===== config.mk =====
export PLATFORM = sky130hd
export DESIGN_NAME = pkt_err_loss_mon
export DESIGN_NICKNAME = d
export VERILOG_FILES = /design/src/rtl/pem_pkg.sv /design/src/rtl/pem_sat_cnt.sv /design/src/rtl/pem_ref.sv /design/src/rtl/pem_seq_fsm.sv /design/src/rtl/pkt_err_loss_mon.sv
export SDC_FILE = /design/constraint.sdc
export NUM_CORES = 1
export LEC_CHECK = 0
export BUFFER_PORTS_ARGS = -buffer_cell sky130_fd_sc_hd__buf_2
export CAP_MARGIN = 20
export CORE_MARGIN = 3
export CORE_UTILIZATION = 50
export DETAILED_ROUTE_END_ITERATION = 8
export PLACE_DENSITY = 0.76
export SLEW_MARGIN = 10
export SYNTH_ARGS = -nofsm -noshare
export SYNTH_HDL_FRONTEND = slang
export SYNTH_SLANG_ARGS = --single-unit

===== constraint.sdc =====
create_clock -name clk -period 2.8 [get_ports clk]
set_clock_uncertainty 0.2 [all_clocks]
set_input_delay 0.28 -clock clk [delete_from_list [all_inputs] [get_ports clk]]
set_output_delay 0.28 -clock clk [all_outputs]
set_load 0.03 [all_outputs]

===== src/rtl/pem_pkg.sv =====
package pem_pkg;

    typedef enum logic {
        ST_IDLE  = 1'b0,
        ST_ARMED = 1'b1
    } pem_state_e;

endpackage


===== src/rtl/pem_sat_cnt.sv =====
module pem_sat_cnt #(
    parameter int W = 16
) (
    input  logic         clk,
    input  logic         rst_n,
    input  logic         clr,
    input  logic         inc,
    output logic [W-1:0] cnt
);

    localparam logic [W-1:0] CNT_MAX = '1;

    always_ff @(posedge clk or negedge rst_n) begin
        if (!rst_n) begin
            cnt <= '0;
        end else if (clr) begin
            cnt <= '0;
        end else if (inc && (cnt != CNT_MAX)) begin
            cnt <= cnt + 1'b1;
        end
    end

endmodule


===== src/rtl/pem_ref.sv =====
module pem_ref #(
    parameter int SYM_W   = 4,
    parameter int PKT_LEN = 20,
    parameter int REF_MUL = 5,
    parameter int REF_ADD = 3,
    parameter int IDX_W   = $clog2(PKT_LEN)
) (
    input  logic [IDX_W-1:0] idx,
    output logic [SYM_W-1:0] ref_sym
);

    localparam int SYM_MOD = 2 ** SYM_W;

    logic [SYM_W-1:0] tbl [PKT_LEN];

    generate
        for (genvar k = 0; k < PKT_LEN; k++) begin : g_ref
            assign tbl[k] = SYM_W'((REF_MUL * k + REF_ADD) % SYM_MOD);
        end
    endgenerate

    always_comb begin
        if (idx < IDX_W'(PKT_LEN)) begin
            ref_sym = tbl[idx];
        end else begin
            ref_sym = '0;
        end
    end

endmodule


===== src/rtl/pem_seq_fsm.sv =====
module pem_seq_fsm
    import pem_pkg::*;
#(
    parameter int SYM_W   = 4,
    parameter int PKT_LEN = 20,
    parameter int IDX_W   = $clog2(PKT_LEN)
) (
    input  logic             clk,
    input  logic             rst_n,
    input  logic             clr,
    input  logic             sync_ok,
    input  logic             sym_valid,
    input  logic [SYM_W-1:0] sym_data,
    input  logic [SYM_W-1:0] ref_sym,
    output logic [IDX_W-1:0] sym_idx,
    output logic             pkt_bad
);

    localparam logic [IDX_W-1:0] LAST_IDX = IDX_W'(PKT_LEN - 1);

    pem_state_e       state_q, state_d;
    logic [IDX_W-1:0] idx_q, idx_d;
    logic             mis_q, mis_d;
    logic             cur_mis;
    logic             at_last;

    assign cur_mis = (sym_data != ref_sym);
    assign at_last = (idx_q == LAST_IDX);
    assign sym_idx = idx_q;

    // next-state
    always_comb begin
        state_d = state_q;
        idx_d   = idx_q;
        mis_d   = mis_q;
        unique case (state_q)
            ST_IDLE: begin
                if (sync_ok) begin
                    state_d = ST_ARMED;   // arm
                    idx_d   = '0;
                    mis_d   = 1'b0;
                end
            end
            ST_ARMED: begin
                if (sync_ok) begin
                    state_d = ST_ARMED;   // rearm
                    idx_d   = '0;
                    mis_d   = 1'b0;
                end else if (sym_valid) begin
                    if (at_last) begin
                        state_d = ST_IDLE; // verdict
                        idx_d   = '0;
                        mis_d   = 1'b0;
                    end else begin
                        idx_d = idx_q + 1'b1;
                        mis_d = mis_q | cur_mis;
                    end
                end
            end
        endcase
    end

    // outputs
    always_comb begin
        pkt_bad = 1'b0;
        unique case (state_q)
            ST_IDLE:  pkt_bad = 1'b0;
            ST_ARMED: pkt_bad = !clr && !sync_ok && sym_valid && at_last
                                && (mis_q || cur_mis);
        endcase
    end

    // state register
    always_ff @(posedge clk or negedge rst_n) begin
        if (!rst_n) begin
            state_q <= ST_IDLE;
            idx_q   <= '0;
            mis_q   <= 1'b0;
        end else if (clr) begin
            state_q <= ST_IDLE;    // flush
            idx_q   <= '0;
            mis_q   <= 1'b0;
        end else begin
            state_q <= state_d;
            idx_q   <= idx_d;
            mis_q   <= mis_d;
        end
    end

endmodule


===== src/rtl/pkt_err_loss_mon.sv =====
module pkt_err_loss_mon #(
    parameter int SYM_W   = 4,
    parameter int PKT_LEN = 20,
    parameter int CNT_W   = 16,
    parameter int REF_MUL = 5,
    parameter int REF_ADD = 3
) (
    input  logic             clk,
    input  logic             rst_n,
    input  logic             clr,
    input  logic             pkt_start,
    input  logic             sync_ok,
    input  logic             sym_valid,
    input  logic [SYM_W-1:0] sym_data,
    output logic [CNT_W-1:0] err_cnt,
    output logic [CNT_W-1:0] sync_cnt,
    output logic [CNT_W-1:0] sent_cnt,
    output logic [CNT_W-1:0] loss_cnt
);

    localparam int IDX_W = $clog2(PKT_LEN);

    logic [IDX_W-1:0] sym_idx;
    logic [SYM_W-1:0] ref_sym;
    logic             pkt_bad;

    pem_ref #(
        .SYM_W  (SYM_W),
        .PKT_LEN(PKT_LEN),
        .REF_MUL(REF_MUL),
        .REF_ADD(REF_ADD),
        .IDX_W  (IDX_W)
    ) u_ref (
        .idx    (sym_idx),
        .ref_sym(ref_sym)
    );

    pem_seq_fsm #(
        .SYM_W  (SYM_W),
        .PKT_LEN(PKT_LEN),
        .IDX_W  (IDX_W)
    ) u_fsm (
        .clk      (clk),
        .rst_n    (rst_n),
        .clr      (clr),
        .sync_ok  (sync_ok),
        .sym_valid(sym_valid),
        .sym_data (sym_data),
        .ref_sym  (ref_sym),
        .sym_idx  (sym_idx),
        .pkt_bad  (pkt_bad)
    );

    pem_sat_cnt #(.W(CNT_W)) u_err_cnt (
        .clk(clk), .rst_n(rst_n), .clr(clr), .inc(pkt_bad), .cnt(err_cnt)
    );

    pem_sat_cnt #(.W(CNT_W)) u_sync_cnt (
        .clk(clk), .rst_n(rst_n), .clr(clr), .inc(sync_ok), .cnt(sync_cnt)
    );

    pem_sat_cnt #(.W(CNT_W)) u_sent_cnt (
        .clk(clk), .rst_n(rst_n), .clr(clr), .inc(pkt_start), .cnt(sent_cnt)
    );

    assign loss_cnt = (sent_cnt > sync_cnt) ? (sent_cnt - sync_cnt) : '0;

endmodule


==> results of run 1 <==
[worst min path at each step]
stage | from | to | slack [ns] | depth (start not counted)
4_1_cts | sync_ok | u_fsm.sym_idx[2]$_DFFE_PN0P_ | 0.02 | 2
6_report | sync_ok | u_fsm.sym_idx[2]$_DFFE_PN0P_ | 0.04 | 2
5_1_grt | sync_ok | u_fsm.sym_idx[2]$_DFFE_PN0P_ | 0.04 | 2
3_3_place_gp | rst_n | u_err_cnt.cnt[9]$_DFFE_PN0P_ | 0.10 | 1
2_1_floorplan | rst_n | u_err_cnt.cnt[0]$_DFFE_PN0P_ | -0.22 | 0
3_5_place_dp | rst_n | u_err_cnt.cnt[9]$_DFFE_PN0P_ | 0.1 | 1
[metrics by stage]
stage                     TNS, ns  power [uW]
after floorplan           -0.0233        1200
after global placement          0        1310
after detailed placement   -0.864        1330
after CTS                   -3.83        1870
after global routing        -5.13        1970
final                       -3.53        1880
[cells by family (layout without fill, tap and decap cells)]
| group | count (synthesis) | in the layout | share of synthesized area, % |
|---|---|---|---|
| fa+ha+maj | 26 | 26 | 8.12 |
| flops | 55 | 55 | 33.6 |
| simple gates | 189 | 189 | 25.3 |
| buf+inv | 48 | 173 | 5.19 |
| compound gates | 111 | 111 | 18.0 |
| xor+xnor | 36 | 36 | 7.69 |
| mux | 8 | 8 | 2.17 |
[flip-flops by register name, summed over array words and instances (netlist names)]
name,count
u_err_cnt.cnt,16
u_sent_cnt.cnt,16
u_sync_cnt.cnt,16
u_fsm.sym_idx,5
u_fsm.mis_q,1
u_fsm.state_q,1
[critical path: cells and delay by family, from the launching register on]
kind,cells,cell delay [ns]
buffers and inverters,4,0.43
flip-flops,1,0.42
AND/OR/NAND/NOR,1,0.05
AO/OA/AOI/OAI,5,0.88
adder cells (fa/ha/maj),2,0.48
[layout make-up]
class | count | area, um^2 | share of cell area [%]
Clock buffer | 6 | 72.6 | 1.35
Clock inverter | 2 | 12.5 | 0.232
Inverter | 31 | 116 | 2.16
Tap cell | 102 | 128 | 2.37
Multi-Input combinational cell | 370 | 2730 | 50.7
Timing Repair Buffer | 134 | 938 | 17.4
Sequential cell | 55 | 1390 | 25.7
[timing repair]
action                                 in CTS  in global routing
hold buffers                                1                  0
pin swaps                                   5                  5
cloned                                      0                  0
endpoints found under the hold margin      23                  0
setup endpoints to repair                  16                 22
gates resized for setup                    37                 15
setup buffers                               5                  6
[metal layers]
layer,GRT usage (%),up-vias
li1,-,1958
met2,41.3,94
met4,6.54,0
met5,0,-
met3,3.41,13
met1,29.0,1917
[where the power goes]
group | internal, uW | total (uW) | switching (uW) | leakage (uW)
Combinational | 282 | 626 | 344 | 0.00169
Sequential | 802 | 809 | 7.20 | 0.000751
Clock | 176 | 443 | 267 | 0.0000412
Total | 1260 | 1880 | 619 | 0.00248
[cells in the mapped netlist (14+ instances only)]
cell	count	share of area (%)
nand3_1	23	2.8
a21o_1	14	2.6
nand4_1	15	2.3
xnor2_1	24	5.1
o21ai_0	29	3.5
nand2_1	20	1.8
dfrtp_1	55	34
ha_1	25	7.6
nor2_1	51	4.7
a21oi_1	34	4.2
inv_1	31	2.8
or3_1	14	2.1
==> reports/metrics.cfg, run 1 <==
[cts]
h-tree-depth = 2
clock_path_buffers = 2
numCtsBuffers = 5
cts.sink_count = 55
root_buffer = clkbuf_8
cts_tree = built
clock_latency_ns = 0.31
path_clk_slew_ns = 0.10

[drt]
top_layer = met4
dr_total_vias = 3982
initialDrtViolationCount = 159
met3_length_um = 518
wl_per_cell_um = 15.3
wl_met1_mm = 4.53
drc = 0
routed_wl_mm = 10.7
drt-pass1-iter-count = 5
met2_wirelength_mm = 5.52
ant_nets = 0
viasPerCell = 5.69

[final_layout]
final_cells = 700
fillCellCount = 608
design_area_um2 = 5390
utilization_pct = 68.6
final_common_cell = buf_4
nets = 633
diodes = 0
drive_gt1_share_pct = 33.9
layout_common_cells = buf_4, buf_2, dfrtp_1
syn2layout_area_growth_pct = 31.3

[yosys]
synth-edff-count = 0
ys_types = 62
ys.flop_type = dfrtp_1
synthesis.nets = 509
ys_warn_count = 0
netlist_area_um2 = 4100
seq_area_frac_synth_pct = 33.6
ys_seq_elements = 55
avgSynthCellArea_um2 = 8.67
synth_cells = 473
async_flop_share_pct = 100

[grt]
grt_pass1_vias = 3633
grt_max_degree = 54
overflow = 0
grt_usage_pct = 23.1
antenna_found_initial = 0
grt_first_pass_wirelength_mm = 17.1

[worst_setup_path]
reg2reg_depth = 10
r2r_slack_ns = 0.11
cp.arrival_ns = 2.57
r2r-end = u_err_cnt.cnt[10]$_DFFE_PN0P_
endpoint_kind = output pin
slowest_delay_ns = 0.42
slowest_stage = dfrtp_2
cp_max_fo = 12
reg2reg_from = u_fsm.sym_idx[1]$_DFFE_PN0P_
worst_path_most_repeated_cell = inv_2
startpoint_type = register
critPathLaunch = u_sent_cnt.cnt[0]$_DFFE_PN0P_
endpoint = loss_cnt[7]
critical_path_class = reg -> out
worst-endpoint-required_ns = 2.32
cp_cell_sequence = inv_2 -> ha_4 -> inv_2 -> fa_2 -> a21o_1 -> a21oi_2 -> o21ai_2 -> a41oi_2 -> o22a_4 -> buf_12 -> nor3b_2 -> buf_4

[timing]
hold_viol_final = 0
fin_crit_sh_pct = 109
fmax_mhz = 328
relSlewSlack_pct = 61.1
min_period_ns = 3.05
worst_pin_slew_ns = 0.583
drv_slew = 0
rsz0062_at_grt = true
finalHoldWorstSlack_ns = 0.0367
setup_violations = 16
setup_ws_ns = -0.253

[floorplanning]
dieArea_um2 = 9320
die_h_um = 96.6
rows = 32
fp.dieW_um = 96.6
io_pins = 74
initial_core_util_pct = 52.2
fp.coreArea_um2 = 7850

[placed_design]
place_ws_ns = -0.0812
place_inst = 680
placed_cell_area_um2 = 5010
port_buffers = 73
place_congestion = 0.865
post-dp-hpwl_mm = 8.28

[power]
p_leak_uw = 0.00248
peakVddDrop_mv = 0.236
p_per_area_nw_per_um2 = 349

[outcome]
status = finished with violations
violations = negative setup slack

[min_path]
hp-class = in -> reg

[job]
cap_violations = 0

No activity file was read; power rests on OpenSTA's default activity.
==> inputs of run 2 (changes only) <==
Settings changed: PLACE_DENSITY 0.76 to 0.73.
Clock period 2.8 ns to 3.67 ns, I/O delays scaled along.
==> run 2 against run 1 <==
The run now ends clean. Sequential cell count unchanged. Non-clock buffer count decreased by 57. Design area decreased by 14%. Sequential power decreased by 23%. Worst setup slack improved by 0.46 ns. Clock power decreased by 26%. Combinational power decreased by 50%. Via count decreased by 7.7%. Cell count decreased by 8.1%. Sequential share of layout area increased by 3.9 points. Routed wire length decreased by 9.8%. Critical path type unchanged. Highest routed layer unchanged.
==> reports/metrics.cfg, run 2 (same netlist as run 1, synthesis figures left out) <==
[min_path]
hp-class = in -> reg
min_path_cells = 2  ; unchanged
min-delay-start = sync_ok
hold_end = u_fsm.sym_idx[2]$_DFFE_PN0P_

[final_layout]
diodes = 0  ; unchanged
fillCellCount = 745  ; +23%
syn2layout_area_growth_pct = 13.2
layout_common_cells = buf_2, dfrtp_1, nor2_1
nets = 576  ; -9.0%
reg.largest.list = u_err_cnt.cnt x16, u_sent_cnt.cnt x16, u_sync_cnt.cnt x16
multiInputGateArea_um2 = 2540  ; -7.1%
drive_gt1_share_pct = 19.4  ; -15 points
regArea_um2 = 1380  ; -0.72%
final_common_cell = buf_2

[timing]
fin_crit_sh_pct = 94.3
hold_viol_final = 0  ; unchanged
drv_slew = 0  ; unchanged
worst_pin_slew_ns = 0.976  ; +0.393 ns
relSlewSlack_pct = 34.9  ; -26 points
fmax_mhz = 289
min_period_ns = 3.46
fin_setup_tns_ns = 0  ; +3.53 ns
rsz0062_at_grt = false
setup_violations = 0  ; -16

[floorplanning]
die_h_um = 96.6  ; unchanged
initial_core_util_pct = 52.2  ; unchanged
rows = 32  ; unchanged
fp.coreArea_um2 = 7850  ; unchanged
io_pins = 74  ; unchanged
dieArea_um2 = 9320  ; unchanged
fp.dieW_um = 96.6  ; unchanged

[worst_setup_path]
worst-endpoint-required_ns = 3.10  ; +0.78 ns
r2r-end = u_err_cnt.cnt[5]$_DFFE_PN0P_
r2r_slack_ns = 0.77  ; +0.66 ns
reg2reg_depth = 9  ; -1
startpoint_type = register
cp_max_fo = 15  ; +3
cp.arrival_ns = 2.89  ; +0.32 ns
reg2reg_from = u_fsm.sym_idx[0]$_DFFE_PN0P_
critical_path_class = reg -> out
endpoint_kind = output pin

[drt]
wl_per_cell_um = 15.0  ; -1.8%
viasPerCell = 5.72  ; +0.50%
dr_total_vias = 3676  ; -7.7%
drt-pass1-iter-count = 4  ; -1
routed_wl_mm = 9.65  ; -9.8%
ant_nets = 0  ; unchanged
drc = 0  ; unchanged
initialDrtViolationCount = 169  ; +6.3%

[grt]
grt_pass1_vias = 3390  ; -6.7%
grt_max_degree = 55  ; +1.9%
grt_first_pass_wirelength_mm = 15.6  ; -8.5%
grt_usage_pct = 20.8  ; -2.4 points
antenna_found_initial = 0  ; unchanged
overflow = 0  ; unchanged

[job]
cap_violations = 0  ; unchanged

[cts]
path_clk_slew_ns = 0.10  ; about the same
clock_latency_ns = 0.30  ; about the same
root_buffer = clkbuf_8
numCtsBuffers = 5  ; unchanged
clock_path_buffers = 2  ; unchanged
cts.sink_count = 55  ; unchanged
postCtsSetupBuffers = 0  ; -5
h-tree-depth = 2  ; unchanged
cts_tree = built

[placed_design]
post-dp-hpwl_mm = 7.26  ; -12%
port_buffers = 73  ; unchanged
place_congestion = 0.825  ; -4.6%

[power]
p_per_area_nw_per_um2 = 272  ; -22%
peakVddDrop_mv = 0.243  ; +3.0%
power_uw = 1260  ; -33%
p_leak_uw = 0.00216  ; -13%

[outcome]
status = complete, no violations

-- run 2: report_power, final --
| group | leakage, uW | switching, uW | total [uW] | internal (uW) |
|---|---|---|---|---|
| registers | 0.000764 | 8.64 | 620 | 611 |
| logic | 0.00135 | 205 | 312 | 106 |
| clock network | 0.0000412 | 195 | 329 | 134 |
| total | 0.00216 | 409 | 1260 | 852 |
-- run 2: final cells by class --
cell class,count,area share (%)
clock buffer,6,1.56
clock inverter,2,0.270
sequential,55,29.6
inverter,31,2.51
tap,102,2.75
multi-input combinational,370,54.7
timing repair buffer,77,8.57
-- run 2: worst max path at each step --
| stage | slack, ns | to | cells after the start | startpoint |
|---|---|---|---|---|
| floorplan | 0.03 | loss_cnt[11] | 10 | u_sent_cnt.cnt[0]$_DFFE_PN0P_ |
| detailed placement | 0.29 | loss_cnt[13] | 12 | u_sent_cnt.cnt[0]$_DFFE_PN0P_ |
| global placement | 0.43 | loss_cnt[13] | 12 | u_sent_cnt.cnt[0]$_DFFE_PN0P_ |
| global route | 0.06 | loss_cnt[13] | 10 | u_sync_cnt.cnt[9]$_DFFE_PN0P_ |
| finish | 0.21 | loss_cnt[13] | 12 | u_sent_cnt.cnt[0]$_DFFE_PN0P_ |
| CTS | 0.04 | loss_cnt[13] | 12 | u_sent_cnt.cnt[0]$_DFFE_PN0P_ |
-- run 2: per-layer routing --
metal | routed length [um] | vias up | global-route usage [%] | share of wire, %
li1 | - | 1840 | - | -
met1 | 4440 | 1750 | 27.9 | 46
met2 | 4660 | 78 | 35.8 | 48
met3 | 471 | 8 | 3.41 | 4.9
met4 | 74 | 0 | 3.27 | 0.77
met5 | 0 | - | 0 | 0
-- run 2: worst max-delay path, stage by stage, from the launching register on --
cell and delay, ns:
dfrtp_1 0.41, inv_1 0.11, ha_1 0.17, inv_1 0.05
fa_1 0.41, a21o_1 0.19, a21oi_2 0.21, o21ai_2 0.13
a41oi_2 0.26, o22a_1 0.18, buf_4 0.21, a2111oi_2 0.05
buf_2 0.21
-- run 2: repair_timing --
| action | CTS | global route |
|---|---|---|
| hold endpoints to repair | 26 | 0 |
| hold buffers | 1 | 0 |
| cloned | 0 | 0 |
| setup endpoints to repair | 15 | 15 |
| resized for setup | 1 | 3 |
| pin swaps | 1 | 0 |
-- run 2: through the flow --
step | setup WS (ns) | instance area, um^2 | hold slack [ns] | std cells | utilization, %
after global placement | 0.428 | 4530 | 0.210 | 634 | 57.7
after detailed placement | 0.293 | 4530 | 0.217 | 634 | 57.7
after global routing | 0.0635 | 4640 | 0.138 | 643 | 59.2
final | 0.209 | 4640 | 0.120 | 643 | 59.2
after floorplan | 0.0317 | 4110 | -0.129 | 473 | -
after CTS | 0.0377 | 4630 | 0.111 | 643 | 59.0
